## config.mk

```make
export PLATFORM = sky130hd
export DESIGN_NAME = nvm_write_guard
export DESIGN_NICKNAME = d
export VERILOG_FILES = /design/src/rtl/nvm_guard_pkg.sv /design/src/rtl/nvm_key_fsm.sv /design/src/rtl/nvm_ptr_regs.sv /design/src/rtl/nvm_ctl_core.sv /design/src/rtl/nvm_write_guard.sv
export SDC_FILE = /design/constraint.sdc
export NUM_CORES = 1
export LEC_CHECK = 0
export ABC_CLOCK_PERIOD_IN_PS = 2000
export BUFFER_PORTS_ARGS = -buffer_cell sky130_fd_sc_hd__clkbuf_2
export CAP_MARGIN = 20
export CORE_MARGIN = 3
export CORE_UTILIZATION = 48
export CTS_BUF_LIST = sky130_fd_sc_hd__clkbuf_8 sky130_fd_sc_hd__clkbuf_16
export DETAILED_ROUTE_END_ITERATION = 10
export PLACE_DENSITY_LB_ADDON = 0.08
export SLEW_MARGIN = 20
export SYNTH_ARGS = -nofsm -noshare
export SYNTH_HDL_FRONTEND = slang
export SYNTH_SLANG_ARGS = --single-unit
```

## constraint.sdc

```tcl
create_clock -name clk -period 2 [get_ports clk]
set_clock_uncertainty 0.1 [all_clocks]
set_input_delay 0.4 -clock clk [delete_from_list [all_inputs] [get_ports clk]]
set_output_delay 0.4 -clock clk [all_outputs]
set_load 0.05 [all_outputs]
```

## src/rtl/nvm_guard_pkg.sv

```systemverilog
package nvm_guard_pkg;

    localparam int BUS_W  = 8;
    localparam int REG_AW = 3;

    localparam logic [BUS_W-1:0] KEY_FIRST  = 8'h55;
    localparam logic [BUS_W-1:0] KEY_SECOND = 8'hAA;

    typedef enum logic [REG_AW-1:0] {
        REG_CTRL    = 3'd0,
        REG_KEY     = 3'd1,
        REG_PTR_LO  = 3'd2,
        REG_PTR_MID = 3'd3,
        REG_PTR_UP  = 3'd4
    } reg_sel_e;

    localparam int CTRL_FIELDS_W = 5;

    // packed order sets bit positions: go=0, wen=1, err=2, erase=3, cfg=4
    typedef struct packed {
        logic cfg;
        logic erase;
        logic err;
        logic wen;
        logic go;
    } ctrl_fields_t;

    typedef struct packed {
        logic cfg;
        logic erase;
    } op_sel_t;

    typedef struct packed {
        logic                    wr;
        logic                    rd;
        logic [REG_AW-1:0]       addr;
        logic [BUS_W-1:0]        wdata;
    } bus_req_t;

    typedef enum logic [1:0] {
        UL_IDLE  = 2'd0,
        UL_HALF  = 2'd1,
        UL_ARMED = 2'd2
    } unlock_st_e;

    function automatic logic ptr_sel_hit(input logic [REG_AW-1:0] a, input int idx);
        return a == REG_AW'(int'(REG_PTR_LO) + idx);
    endfunction

endpackage

```

## src/rtl/nvm_key_fsm.sv

```systemverilog
module nvm_key_fsm
    import nvm_guard_pkg::*;
(
    input  logic     clk,
    input  logic     rst,
    input  logic     soft_rst,
    input  bus_req_t req,
    output logic     armed
);
    unlock_st_e st_q, st_d;
    logic       key_wr;
    logic       any_acc;

    assign key_wr  = req.wr && (req.addr == REG_KEY);
    assign any_acc = req.wr || req.rd;

    always_comb begin
        st_d = st_q;
        unique case (st_q)
            UL_IDLE: begin
                if (key_wr && req.wdata == KEY_FIRST) st_d = UL_HALF;
            end
            UL_HALF: begin
                if (key_wr && req.wdata == KEY_SECOND) st_d = UL_ARMED;
                else if (any_acc)                      st_d = UL_IDLE;
            end
            UL_ARMED: begin
                if (key_wr)      st_d = (req.wdata == KEY_FIRST) ? UL_HALF : UL_IDLE;
                else if (req.wr) st_d = UL_IDLE;
            end
            default: st_d = UL_IDLE;
        endcase
    end

    always_ff @(posedge clk) begin
        if (rst || soft_rst) st_q <= UL_IDLE;
        else                 st_q <= st_d;
    end

    assign armed = (st_q == UL_ARMED);

    // arming only ever follows a correct second key
    assert_arm_after_key_R3: assert property (@(posedge clk) disable iff (rst)
        $rose(armed) |-> $past(req.wr && req.addr == REG_KEY && req.wdata == KEY_SECOND));

    // a non-key register write while armed uses up the unlock
    assert_arm_consumed_R5: assert property (@(posedge clk) disable iff (rst)
        (armed && req.wr && req.addr != REG_KEY) |=> !armed);

endmodule

```

## src/rtl/nvm_ptr_regs.sv

```systemverilog
module nvm_ptr_regs
    import nvm_guard_pkg::*;
#(
    parameter int PTR_W = 22
) (
    input  logic                          clk,
    input  logic                          rst,
    input  logic                          soft_rst,
    input  logic                          wr,
    input  logic [REG_AW-1:0]             addr,
    input  logic [BUS_W-1:0]              wdata,
    input  logic                          lock,
    output logic [PTR_W-1:0]              ptr,
    output logic [(PTR_W+BUS_W-1)/BUS_W-1:0][BUS_W-1:0] byte_rd
);
    localparam int NBYTES = (PTR_W + BUS_W - 1) / BUS_W;

    logic [PTR_W-1:0] ptr_q;

    for (genvar i = 0; i < NBYTES; i++) begin : g_byte
        localparam int BW = ((PTR_W - BUS_W*i) >= BUS_W) ? BUS_W : (PTR_W - BUS_W*i);
        logic [BW-1:0] q;
        logic          hit;

        assign hit = wr && !lock && ptr_sel_hit(addr, i);

        always_ff @(posedge clk) begin
            if (rst || soft_rst) q <= '0;
            else if (hit)        q <= wdata[BW-1:0];
        end

        assign ptr_q[BUS_W*i +: BW] = q;
        assign byte_rd[i]           = BUS_W'(q);
    end

    assign ptr = ptr_q;

    // pointer stays put while an operation runs
    assert_ptr_locked_R11: assert property (@(posedge clk) disable iff (rst)
        (lock && !soft_rst) |=> $stable(ptr));

endmodule

```

## src/rtl/nvm_ctl_core.sv

```systemverilog
module nvm_ctl_core
    import nvm_guard_pkg::*;
(
    input  logic         clk,
    input  logic         rst,
    input  logic         soft_rst,
    input  logic         ctrl_wr,
    input  ctrl_fields_t ctrl_in,
    input  logic         armed,
    input  logic         mem_done,
    output logic         busy,
    output logic         wen,
    output logic         err,
    output op_sel_t      op,
    output logic         mem_start
);
    logic    busy_q, wen_q, err_q, start_q;
    op_sel_t op_q;
    logic    launch;

    assign launch = ctrl_wr && armed && ctrl_in.go && wen_q && !busy_q;

    always_ff @(posedge clk) begin
        if (rst) begin
            busy_q  <= 1'b0;
            wen_q   <= 1'b0;
            err_q   <= 1'b0;
            start_q <= 1'b0;
            op_q    <= '0;
        end else if (soft_rst) begin
            busy_q  <= 1'b0;
            wen_q   <= 1'b0;
            err_q   <= err_q | busy_q;
            start_q <= 1'b0;
            op_q    <= '0;
        end else begin
            start_q <= launch;
            if (launch)                busy_q <= 1'b1;
            else if (busy_q && mem_done) busy_q <= 1'b0;
            if (ctrl_wr) begin
                wen_q <= ctrl_in.wen;
                if (!busy_q) op_q <= '{cfg: ctrl_in.cfg, erase: ctrl_in.erase};
                if (ctrl_in.err) err_q <= 1'b0;
            end
        end
    end

    assign busy      = busy_q;
    assign wen       = wen_q;
    assign err       = err_q;
    assign op        = op_q;
    assign mem_start = start_q;

    // strobe comes with busy and lasts a single cycle
    assert_start_busy_R2: assert property (@(posedge clk) disable iff (rst)
        mem_start |-> busy);
    assert_start_single_R2: assert property (@(posedge clk) disable iff (rst)
        mem_start |=> !mem_start);

    // a start needs write-enable set in the cycle of the go write
    assert_start_wen_R4: assert property (@(posedge clk) disable iff (rst)
        mem_start |-> $past(wen));

    // selects frozen during an operation
    assert_op_frozen_R7: assert property (@(posedge clk) disable iff (rst)
        (busy && !soft_rst) |=> $stable(op));

    // busy holds until completion, completion clears it
    assert_busy_hold_R8: assert property (@(posedge clk) disable iff (rst)
        (busy && !mem_done && !soft_rst) |=> busy);
    assert_busy_done_R8: assert property (@(posedge clk) disable iff (rst)
        (busy && mem_done && !soft_rst) |=> !busy);

    // an interrupting reset leaves the error flag set
    assert_err_on_abort_R9: assert property (@(posedge clk) disable iff (rst)
        (soft_rst && busy) |=> err);

endmodule

```

## src/rtl/nvm_write_guard.sv

```systemverilog
module nvm_write_guard
    import nvm_guard_pkg::*;
#(
    parameter int PTR_W = 22
) (
    input  logic              clk,
    input  logic              rst,
    input  logic              rst_mclr,
    input  logic              rst_wdt,
    input  logic              bus_wr,
    input  logic              bus_rd,
    input  logic [2:0]        bus_addr,
    input  logic [7:0]        bus_wdata,
    output logic [7:0]        bus_rdata,
    input  logic              mem_done,
    output logic              mem_start,
    output logic              mem_erase,
    output logic              mem_cfg_sel,
    output logic [PTR_W-1:0]  mem_addr,
    output logic              cpu_stall
);
    localparam int NBYTES = (PTR_W + BUS_W - 1) / BUS_W;

    bus_req_t     req;
    logic         soft_rst;
    logic         armed;
    logic         ctrl_wr;
    ctrl_fields_t ctrl_in;
    ctrl_fields_t ctrl_rd;
    logic         busy, wen, err;
    op_sel_t      op;
    logic [NBYTES-1:0][BUS_W-1:0] ptr_bytes;

    assign req      = '{wr: bus_wr, rd: bus_rd, addr: bus_addr, wdata: bus_wdata};
    assign soft_rst = rst_mclr | rst_wdt;
    assign ctrl_wr  = bus_wr && (bus_addr == REG_CTRL);
    assign ctrl_in  = ctrl_fields_t'(bus_wdata[CTRL_FIELDS_W-1:0]);

    nvm_key_fsm u_keys (
        .clk      (clk),
        .rst      (rst),
        .soft_rst (soft_rst),
        .req      (req),
        .armed    (armed)
    );

    nvm_ctl_core u_ctl (
        .clk       (clk),
        .rst       (rst),
        .soft_rst  (soft_rst),
        .ctrl_wr   (ctrl_wr),
        .ctrl_in   (ctrl_in),
        .armed     (armed),
        .mem_done  (mem_done),
        .busy      (busy),
        .wen       (wen),
        .err       (err),
        .op        (op),
        .mem_start (mem_start)
    );

    nvm_ptr_regs #(.PTR_W(PTR_W)) u_ptr (
        .clk      (clk),
        .rst      (rst),
        .soft_rst (soft_rst),
        .wr       (bus_wr),
        .addr     (bus_addr),
        .wdata    (bus_wdata),
        .lock     (busy),
        .ptr      (mem_addr),
        .byte_rd  (ptr_bytes)
    );

    assign ctrl_rd = '{cfg: op.cfg, erase: op.erase, err: err, wen: wen, go: busy};

    always_comb begin
        bus_rdata = '0;
        if (bus_rd) begin
            if (bus_addr == REG_CTRL) bus_rdata = BUS_W'(ctrl_rd);
            for (int i = 0; i < NBYTES; i++) begin
                if (ptr_sel_hit(bus_addr, i)) bus_rdata = ptr_bytes[i];
            end
        end
    end

    assign mem_erase   = op.erase;
    assign mem_cfg_sel = op.cfg;
    assign cpu_stall   = busy;

    // key register holds nothing
    assert_key_reads_zero_R6: assert property (@(posedge clk) disable iff (rst)
        (bus_rd && bus_addr == REG_KEY) |-> bus_rdata == '0);

    // stall follows a start
    assert_stall_after_start_R8: assert property (@(posedge clk) disable iff (rst)
        mem_start |-> cpu_stall);

endmodule

```

==> results.md, run 1 <==
Synthesis
* 0.438 — share of the synthesized area in the top cell type
* 33 — count of different cell masters after synthesis
* 30 — flip-flop and latch count after synthesis
* 8.41 um2 — Mean Syn Cell Area
* sky130_fd_sc_hd__dfxtp_1 — Synth area leader
* 163 — synthesized netlist cell count
* 181 — Synthesized Nets
* sky130_fd_sc_hd__dfxtp_1 (44%), sky130_fd_sc_hd__o21ai_0 (8.0%), sky130_fd_sc_hd__nand3_1 (7.3%) — Area contributors post-synth
* 0.438 — portion of the post-synthesis area used by sequential elements
* 1370 um2 — Netlist Area Pre-Place
* 0 — number of warning messages in the yosys log

CTS
* 5 — cts bufs inserted
* 30 — number of sinks driven by the clock tree
* 0.28 ns — insertion delay of the later-clocked pin in the worst-skew pair
* done — TritonCTS clock tree
* 2 — H-tree levels
* 0 — Resized cells post-CTS
* 0 — number of buffers inserted to repair setup after CTS
* sky130_fd_sc_hd__clkbuf_8 — root buffer cell
* 0.06 ns — clock-pin slew on the worst setup and hold paths
* 2 — number of buffers on the longest clock path
* 0 — number of hold buffers added after CTS

Global routing
* 0.245 — aggregate global-route resource usage
* 0 — leftover overflow at the end of global routing
* 1384 — vias in the first global route
* 6340 um — global-route wire length before repair
* 25 — pin count of the biggest net entering global routing
* 0 — initial antenna violation count

Worst setup path
* u_ctl.busy — terminus of the critical flop-to-flop path
* 0.37 ns — peak per-stage delay on the critical path
* 8 — highest fanout seen on the critical path
* 4 — Reg2Reg Depth
* input pin to primary output — critical path class
* 1.50 ns — critical path data required time
* u_ctl.busy — startpoint of the worst register-to-register path
* 1.46 ns — worst endpoint data arrival time
* clkbuf_2, mux2_2, a32oi_1, nor2b_2, buf_2 — list of cells traversed by the critical path
* 0.36 ns — slack of the worst reg-to-reg path
* sky130_fd_sc_hd__mux2_2 — Max stage delay cell, worst path
* input pin — CP Launch Type
* primary output — CP Capture Type

Power
* 602 uV — Peak supply drop
* 0.433 — clock power share
* 321 uW — net switching component of the power
* 0.000810 uW — total leakage power
* 0.454 — part of the power in registers
* 0.112 — combinational cell fraction of total power
* 1000 uW — internal power
* 696 nW/um2 — pwr dens
* 0.243 — Sw Ratio

Place
* 51 — PortBufs
* 1780 um2 — DP Area
* 2950 um — HPWL Detailed
* 0.875 — weighted congestion reported at the end of routability-driven placement

Drt
* 1505 — routed vias
* 5.90 — Avg Vias per Cell
* 0 — number of nets with antenna violations after routing
* 15.8 um — post-DR wirelength/cell
* 4 — drt pass-1 iters
* 76 — number of DRC violations after detailed-routing iteration 0
* 4040 um — wire length reported by the detailed router
* 0 — Remaining DRCs

Cells and area
* 1900 um2 — final std cell area, no fill
* 601 um2 — Register Area
* 208 — number of filler cells placed in the layout
* 761 um2 — area occupied by multi-input gates
* 0 — count of antenna diodes in the layout
* sky130_fd_sc_hd__clkbuf_2 (45), sky130_fd_sc_hd__dfxtp_1 (30), sky130_fd_sc_hd__nand3_1 (20) — commonest cells after routing, fill and taps aside
* 242 — # nets final
* sky130_fd_sc_hd__clkbuf_2 — most common library cell in the layout ignoring fill and taps
* 0.734 — final core utilization
* 38.6% — growth of design area from synthesis to finish
* 0.373 — share of final-layout standard cells stronger than drive strength 1

Worst hold path
* 2 — instance count along the most critical hold path
* input pin to register — worst hold path type
* rst — min-delay src
* u_ctl.err — hold-critical path endpoint

Die
* 2590 um2 — core area
* 59.5 um — floorplan die width
* 52 — top-level I/O count
* 18 — placement row count
* 3530 um2 — Total Die Area
* 59.5 um — Die Span Y
* 0.529 — Initial Util

STA
* 1.96 ns — shortest period the worst path allows
* 0 — final-report hold violation count
* 0.495 ns — transition time at the pin with the least slew margin
* 0.670 — headroom to the max-slew limit
* 509 MHz — f_max
* 0 — count of endpoints failing setup in the final report
* 0.982 — Period Utilization, post-route
* true — unrepaired setup endpoints after global routing
* 0.204 ns — worst hold slack
* 0 — Final Slew Violations

Outcome
* finished, final reports clean — status

Job
* 0 — count of maximum capacitance violations

## cell type report
type / count / area share
Inverter: 3 / 0.00592
Tap cell: 30 / 0.0197
Clock buffer: 8 / 0.0579
Timing Repair Buffer: 61 / 0.200
Sequential cell: 30 / 0.316
Multi-Input combinational cell: 123 / 0.400
## critical path, delay by kind of cell
family          cells  cell delay, ns
buf+inv             2            0.41
simple gates        1            0.06
mux                 1            0.37
compound gates      1            0.22
## flip-flops by register name, summed over array words and instances, names as in the netlist
signal,cells
u_ptr.g_byte.q,22
u_keys.st_q,2
u_ctl.err,1
u_ctl.busy,1
u_ctl.op,2
u_ctl.wen,1
u_ctl.mem_start,1
## power groups by stage
stage	Sequential (uW)	Combinational, uW	Clock, uW
4_1_cts	601	145	579
3_5_place_dp	614	143	0
6_report	601	149	573
2_1_floorplan	621	69.0	0
5_1_grt	601	158	607
3_3_place_gp	614	141	0
## stage by stage
stage	instances	setup WS (ns)	power [uW]	TNS (ns)
6_report	255	0.0360	1320	0
5_1_grt	255	-0.0163	1370	-0.0238
4_1_cts	255	0.0302	1330	0
3_5_place_dp	247	0.0302	758	0
3_3_place_gp	247	0.0734	755	0
2_1_floorplan	163	-0.111	690	-0.221
## worst max-delay path by stage
stage | startpoint | end | depth (start not counted)
finish | bus_addr[0] | bus_rdata[5] | 5
global route | bus_addr[1] | bus_rdata[1] | 6
CTS | bus_addr[2] | bus_rdata[3] | 5
detailed placement | bus_addr[2] | bus_rdata[3] | 5
global placement | bus_addr[2] | bus_rdata[3] | 5
floorplan | bus_addr[1] | bus_rdata[6] | 4
## layer usage
layer,vias to the layer above,global-route usage,wire length (um)
li1,723,-,-
met1,699,0.287,1690
met2,69,0.398,1950
met3,14,0.0763,274
met4,0,0.126,124
met5,-,0,0
## cells by family after synthesis
logic type,Yosys count,synth area share
AND/OR/NAND/NOR,72,0.286
AO/OA/AOI/OAI,41,0.174
flip-flops,30,0.438
multiplexers,10,0.0739
buffers and inverters,10,0.0283
## synth_stat cells (all sizes together)
cell type	n
nor4b	3
nand3	20
or4b	1
nand2b	1
or3b	1
nand4bb	1
o21ai	22
mux2	1
nor2	13
a32oi	1
o221ai	5
nand4b	2
mux2i	9
a21oi	10
or3	1
nor2b	3
and3	1
buf	1
a31oi	1
nor4bb	1
clkbuf	6
a211oi	1
nand4	1
nand3b	1
nor3b	1
nor3	1
inv	3
nand2	20
dfxtp	30
o41ai	1
No activity file was read; power rests on OpenSTA's default activity.
==> run 2, diff against run 1 <==
--- a/config.mk
+++ b/config.mk
@@ -5,12 +5,12 @@
 export SDC_FILE = /design/constraint.sdc
 export NUM_CORES = 1
 export LEC_CHECK = 0
-export ABC_CLOCK_PERIOD_IN_PS = 2000
-export BUFFER_PORTS_ARGS = -buffer_cell sky130_fd_sc_hd__clkbuf_2
+export ABC_CLOCK_PERIOD_IN_PS = 2300
+export BUFFER_PORTS_ARGS = -buffer_cell sky130_fd_sc_hd__buf_2
 export CAP_MARGIN = 20
 export CORE_MARGIN = 3
-export CORE_UTILIZATION = 48
-export CTS_BUF_LIST = sky130_fd_sc_hd__clkbuf_8 sky130_fd_sc_hd__clkbuf_16
+export CORE_UTILIZATION = 54
+export CTS_BUF_LIST = sky130_fd_sc_hd__clkbuf_8
 export DETAILED_ROUTE_END_ITERATION = 10
 export PLACE_DENSITY_LB_ADDON = 0.08
 export SLEW_MARGIN = 20
==> constraint.sdc (replaced) <==
create_clock -name clk -period 2.3 [get_ports clk]
set_clock_uncertainty 0.1 [all_clocks]
set_input_delay 0.46 -clock clk [delete_from_list [all_inputs] [get_ports clk]]
set_output_delay 0.46 -clock clk [all_outputs]
set_load 0.05 [all_outputs]
==> results.md, run 2 (synthesized netlist as in run 1, its figures left out) <==
Outcome
* finished, final reports clean — status, unchanged

CTS
* 0 — Resized cells post-CTS, unchanged
* sky130_fd_sc_hd__clkbuf_8 — root buffer cell, unchanged
* 0.06 ns — clock-pin slew on the worst setup and hold paths, about the same
* done — TritonCTS clock tree, unchanged
* 2 — H-tree levels, unchanged
* 0 — number of hold buffers added after CTS, unchanged
* 5 — cts bufs inserted, unchanged
* 30 — number of sinks driven by the clock tree, unchanged
* 2 — number of buffers on the longest clock path, unchanged
* 0 — number of buffers inserted to repair setup after CTS, unchanged
* 0.28 ns — insertion delay of the later-clocked pin in the worst-skew pair, about the same

Worst setup path
* u_ptr.g_byte[1].q[3] — terminus of the critical flop-to-flop path, was u_ctl.busy
* input pin — CP Launch Type, unchanged
* 4 — Reg2Reg Depth, unchanged
* 1.60 ns — worst endpoint data arrival time, was 1.46 ns
* 1.74 ns — critical path data required time, was 1.50 ns
* u_ctl.busy — startpoint of the worst register-to-register path, unchanged
* primary output — CP Capture Type, unchanged
* input pin to primary output — critical path class, unchanged
* 0.60 ns — slack of the worst reg-to-reg path, was 0.36 ns
* 11 — highest fanout seen on the critical path, was 8

Place
* 0.908 — weighted congestion reported at the end of routability-driven placement, was 0.875
* 2880 um — HPWL Detailed, was 2950 um
* 1670 um2 — DP Area, was 1780 um2
* 51 — PortBufs, unchanged

STA
* 0 — count of endpoints failing setup in the final report, unchanged
* 0.647 — headroom to the max-slew limit, was 0.670
* 463 MHz — f_max
* 0.940 — Period Utilization, post-route
* 2.16 ns — shortest period the worst path allows
* 0 — Final Slew Violations, unchanged
* 0 — final-report hold violation count, unchanged
* 0.299 ns — worst hold slack, was 0.204 ns
* 0.528 ns — transition time at the pin with the least slew margin, was 0.495 ns
* 0 ns — Setup TNS, unchanged
* false — unrepaired setup endpoints after global routing, was true

Power
* 644 nW/um2 — pwr dens, was 696 nW/um2
* 0.000787 uW — total leakage power, was 0.000810 uW
* 702 uV — Peak supply drop, was 602 uV

Cells and area
* 0 — count of antenna diodes in the layout, unchanged
* 234 — # nets final, was 242
* sky130_fd_sc_hd__buf_2 — most common library cell in the layout ignoring fill and taps, was sky130_fd_sc_hd__clkbuf_2
* u_ptr.g_byte.q — register containing the most flip-flops in the final layout, unchanged
* 0.770 — final core utilization, was 0.734
* 0.346 — share of final-layout standard cells stronger than drive strength 1, was 0.373
* 1780 um2 — final std cell area, no fill, was 1900 um2
* 30.1% — growth of design area from synthesis to finish, was 38.6%
* 178 — number of filler cells placed in the layout, was 208
* sky130_fd_sc_hd__buf_2 (51), sky130_fd_sc_hd__dfxtp_1 (30), sky130_fd_sc_hd__nand3_1 (20) — commonest cells after routing, fill and taps aside, was sky130_fd_sc_hd__clkbuf_2 (45), sky130_fd_sc_hd__dfxtp_1 (30), sky130_fd_sc_hd__nand3_1 (20)
* 22 — number of flip-flops in the largest register, unchanged

Worst hold path
* rst — min-delay src, unchanged
* u_ctl.err — hold-critical path endpoint, unchanged
* 2 — instance count along the most critical hold path, unchanged
* input pin to register — worst hold path type, unchanged

Drt
* 5.94 — Avg Vias per Cell, was 5.90
* 1455 — routed vias, was 1505
* 16.2 um — post-DR wirelength/cell, was 15.8 um
* 0 — Remaining DRCs, unchanged
* 4 — drt pass-1 iters, unchanged
* 0 — number of nets with antenna violations after routing, unchanged
* 3960 um — wire length reported by the detailed router, was 4040 um
* 53 — number of DRC violations after detailed-routing iteration 0, was 76

Global routing
* 0.256 — aggregate global-route resource usage, was 0.245
* 0 — initial antenna violation count, unchanged
* 1351 — vias in the first global route, was 1384
* 25 — pin count of the biggest net entering global routing, unchanged
* 0 — leftover overflow at the end of global routing, unchanged
* 6340 um — global-route wire length before repair, unchanged

Die
* 17 — placement row count, was 18
* 3180 um2 — Total Die Area, was 3530 um2
* 56.4 um — floorplan die width, was 59.5 um
* 52 — top-level I/O count, unchanged
* 56.4 um — Die Span Y, was 59.5 um
* 2320 um2 — core area, was 2590 um2
* 0.591 — Initial Util, was 0.529

Job
* 0 — count of maximum capacitance violations, unchanged

-- run 2: power breakdown --
group | internal [uW] | leakage (uW) | switching, uW
clock network | 318 | 0.0000579 | 196
logic | 34.6 | 0.000488 | 77.5
registers | 521 | 0.000242 | 1.44
-- run 2: cell type report --
| class | count | area (um2) | share of cell area |
|---|---|---|---|
| multi-input combinational | 123 | 758 | 0.425 |
| sequential | 30 | 601 | 0.337 |
| timing repair buffer | 53 | 270 | 0.151 |
| clock buffer | 5 | 68.8 | 0.0386 |
| clock inverter | 3 | 40.0 | 0.0224 |
| tap | 28 | 35.0 | 0.0196 |
| inverter | 3 | 11.3 | 0.00631 |
-- run 2: worst max path at each step --
stage / startpoint / endpoint / slack, ns / cells past startpoint
2_1_floorplan: bus_addr[1] / bus_rdata[5] / 0.02 / 4
3_3_place_gp: bus_addr[1] / bus_rdata[0] / 0.20 / 6
3_5_place_dp: bus_addr[1] / bus_rdata[3] / 0.11 / 6
4_1_cts: bus_addr[1] / bus_rdata[3] / 0.11 / 6
5_1_grt: bus_addr[1] / bus_rdata[2] / 0.02 / 6
6_report: bus_addr[1] / bus_rdata[3] / 0.14 / 6
-- run 2: metal layers --
layer,share of wire,GRT usage,wire (um),vias to the layer above
li1,-,-,-,697
met1,0.40,0.304,1570,671
met3,0.084,0.0759,333,12
met2,0.50,0.432,1970,75
met4,0.023,0.0949,91,0
met5,0,0,0,-
-- run 2: critical path: stages --
cell and delay, ns:
sky130_fd_sc_hd__buf_2 0.21, sky130_fd_sc_hd__nor2b_2 0.24, sky130_fd_sc_hd__nand2_1 0.15, sky130_fd_sc_hd__o221ai_1 0.27
sky130_fd_sc_hd__o21ai_2 0.07, sky130_fd_sc_hd__buf_2 0.21
-- run 2: stage by stage --
stage               cells  total power [uW]  worst slack, ns
finish                245              1150            0.139
global route          245              1190           0.0230
CTS                   245              1150            0.112
detailed placement    237               643            0.114
global placement      237               641            0.204
floorplan             163               600           0.0196
==> run 3, diff against run 2 <==
--- a/config.mk
+++ b/config.mk
@@ -5,11 +5,11 @@
 export SDC_FILE = /design/constraint.sdc
 export NUM_CORES = 1
 export LEC_CHECK = 0
-export ABC_CLOCK_PERIOD_IN_PS = 2300
+export ABC_CLOCK_PERIOD_IN_PS = 1800
 export BUFFER_PORTS_ARGS = -buffer_cell sky130_fd_sc_hd__buf_2
 export CAP_MARGIN = 20
-export CORE_MARGIN = 3
-export CORE_UTILIZATION = 54
+export CORE_MARGIN = 4
+export CORE_UTILIZATION = 45
 export CTS_BUF_LIST = sky130_fd_sc_hd__clkbuf_8
 export DETAILED_ROUTE_END_ITERATION = 10
 export PLACE_DENSITY_LB_ADDON = 0.08
==> constraint.sdc (replaced) <==
create_clock -name clk -period 1.8 [get_ports clk]
set_clock_uncertainty 0.1 [all_clocks]
set_input_delay 0.36 -clock clk [delete_from_list [all_inputs] [get_ports clk]]
set_output_delay 0.36 -clock clk [all_outputs]
set_load 0.05 [all_outputs]
==> results.md, run 3 (synthesized netlist as in run 1, its figures left out) <==
Worst setup path
* 1.34 ns — critical path data required time, was 1.74 ns
* 1.33 ns — worst endpoint data arrival time, was 1.60 ns
* u_ctl.busy — startpoint of the worst register-to-register path, unchanged
* 0.26 ns — slack of the worst reg-to-reg path, was 0.60 ns
* register — CP Launch Type, was input pin
* u_ctl.busy — terminus of the critical flop-to-flop path, was u_ptr.g_byte[1].q[3]
* 3 — highest fanout seen on the critical path, was 11
* register to primary output — critical path class, was input pin to primary output
* 4 — Reg2Reg Depth, unchanged
* primary output — CP Capture Type, unchanged

STA
* 0 — count of endpoints failing setup in the final report, unchanged
* 0 ns — Setup TNS, unchanged
* 0.993 — Period Utilization, post-route
* 0.477 ns — transition time at the pin with the least slew margin, was 0.528 ns
* 0.682 — headroom to the max-slew limit, was 0.647
* 0 — final-report hold violation count, unchanged
* true — unrepaired setup endpoints after global routing, was false
* 0 — Final Slew Violations, unchanged
* 0.171 ns — worst hold slack, was 0.299 ns
* 1.79 ns — shortest period the worst path allows
* 559 MHz — f_max

CTS
* 30 — number of sinks driven by the clock tree, unchanged
* 0 — number of hold buffers added after CTS, unchanged
* 0.06 ns — clock-pin slew on the worst setup and hold paths, about the same
* sky130_fd_sc_hd__clkbuf_8 — root buffer cell, unchanged
* 2 — H-tree levels, unchanged
* 5 — cts bufs inserted, unchanged
* 2 — number of buffers on the longest clock path, unchanged
* done — TritonCTS clock tree, unchanged
* 0.28 ns — insertion delay of the later-clocked pin in the worst-skew pair, about the same

Power
* 0.000873 uW — total leakage power, was 0.000787 uW
* 643 uV — Peak supply drop, was 702 uV
* 725 nW/um2 — pwr dens, was 644 nW/um2
* 1490 uW — total power draw, was 1150 uW

Global routing
* 0.214 — aggregate global-route resource usage, was 0.256
* 1519 — vias in the first global route, was 1351
* 25 — pin count of the biggest net entering global routing, unchanged
* 0 — initial antenna violation count, unchanged
* 6780 um — global-route wire length before repair, was 6340 um
* 0 — leftover overflow at the end of global routing, unchanged

Cells and area
* sky130_fd_sc_hd__buf_2 (45), sky130_fd_sc_hd__dfxtp_1 (28), sky130_fd_sc_hd__buf_4 (21) — commonest cells after routing, fill and taps aside, was sky130_fd_sc_hd__buf_2 (51), sky130_fd_sc_hd__dfxtp_1 (30), sky130_fd_sc_hd__nand3_1 (20)
* u_ptr.g_byte.q — register containing the most flip-flops in the final layout, unchanged
* 0 — count of antenna diodes in the layout, unchanged
* 49.9% — growth of design area from synthesis to finish, was 30.1%
* 0.463 — share of final-layout standard cells stronger than drive strength 1, was 0.346
* sky130_fd_sc_hd__buf_2 — most common library cell in the layout ignoring fill and taps, unchanged
* 22 — number of flip-flops in the largest register, unchanged
* 243 — number of filler cells placed in the layout, was 178
* 0.727 — final core utilization, was 0.770
* 248 — # nets final, was 234
* 2060 um2 — final std cell area, no fill, was 1780 um2

Die
* 3990 um2 — Total Die Area, was 3180 um2
* 2830 um2 — core area, was 2320 um2
* 52 — top-level I/O count, unchanged
* 63.2 um — floorplan die width, was 56.4 um
* 63.2 um — Die Span Y, was 56.4 um
* 0.485 — Initial Util, was 0.591
* 19 — placement row count, was 17

Worst hold path
* rst — min-delay src, unchanged
* u_ctl.err — hold-critical path endpoint, unchanged
* 2 — instance count along the most critical hold path, unchanged
* input pin to register — worst hold path type, unchanged

Drt
* 0 — Remaining DRCs, unchanged
* 1524 — routed vias, was 1455
* 4420 um — wire length reported by the detailed router, was 3960 um
* 4 — drt pass-1 iters, unchanged
* 0 — number of nets with antenna violations after routing, unchanged
* 94 — number of DRC violations after detailed-routing iteration 0, was 53
* 5.82 — Avg Vias per Cell, was 5.94
* 16.9 um — post-DR wirelength/cell, was 16.2 um

Place
* 1820 um2 — DP Area, was 1670 um2
* 0.845 — weighted congestion reported at the end of routability-driven placement, was 0.908
* 51 — PortBufs, unchanged
* 3120 um — HPWL Detailed, was 2880 um

Job
* 0 — count of maximum capacitance violations, unchanged

Outcome
* finished, final reports clean — status, unchanged

run 3: changes by cell type in the layout (fill, tap and decap cells not counted), moves of 3 or more:
cell	delta
sky130_fd_sc_hd__a21oi_1	-4
sky130_fd_sc_hd__a21oi_2	+4
sky130_fd_sc_hd__buf_2	-6
sky130_fd_sc_hd__buf_4	+19
sky130_fd_sc_hd__clkbuf_8	+3
sky130_fd_sc_hd__o21ai_2	-5
sky130_fd_sc_hd__o21ai_4	+5
sky130_fd_sc_hd__o221ai_1	-5
sky130_fd_sc_hd__o221ai_2	+4
run 3: per-layer routing:
| metal | vias up | global-route usage | share of wire |
|---|---|---|---|
| met1 | 737 | 0.238 | 0.41 |
| met3 | 4 | 0.0835 | 0.056 |
| met4 | 0 | 0.0836 | 0.0095 |
| met2 | 49 | 0.366 | 0.53 |
| met5 | - | 0 | 0 |
| li1 | 734 | - | - |
run 3: what timing repair did:
item,in CTS,in global routing
pin swaps,0,1
resized for setup,7,20
setup endpoints to repair,6,6
setup buffers,0,1
run 3: cell type report:
type | count | area (um2) | share of cell area
Clock buffer | 8 | 110 | 0.0536
Multi-Input combinational cell | 123 | 895 | 0.435
Sequential cell | 30 | 603 | 0.293
Inverter | 3 | 11.3 | 0.00548
Tap cell | 31 | 38.8 | 0.0189
Timing Repair Buffer | 67 | 398 | 0.194
run 3: through the flow:
| stage | setup slack [ns] | cells |
|---|---|---|
| final | 0.0120 | 262 |
| after global routing | -0.0378 | 262 |
| after CTS | -0.0537 | 261 |
| after detailed placement | -0.0731 | 253 |
| after global placement | -0.0499 | 253 |
| after floorplan | 0.0263 | 163 |
run 3: power breakdown:
group	leakage [uW]	total (uW)	switching (uW)	internal [uW]
logic	0.000573	188	118	69.4
registers	0.000243	668	2.01	666
clock network	0.0000575	634	248	385
total	0.000873	1490	369	1120
run 3: how the worst max path moves through the flow:
stage / from / to / slack (ns)
global route: bus_addr[1] / bus_rdata[3] / -0.04
CTS: bus_addr[1] / bus_rdata[0] / -0.05
detailed placement: bus_addr[1] / bus_rdata[0] / -0.07
global placement: bus_addr[1] / bus_rdata[1] / -0.05
finish: u_ptr.g_byte[0].q[5] / bus_rdata[5] / 0.01
floorplan: bus_addr[0] / bus_rdata[0] / 0.03
run 3: worst max-delay path, stage by stage, from the launching register on:
cell and delay (ns):
sky130_fd_sc_hd__dfxtp_2 0.33, sky130_fd_sc_hd__mux2_4 0.28, sky130_fd_sc_hd__a32oi_4 0.21, sky130_fd_sc_hd__nor2b_4 0.06
sky130_fd_sc_hd__buf_8 0.15
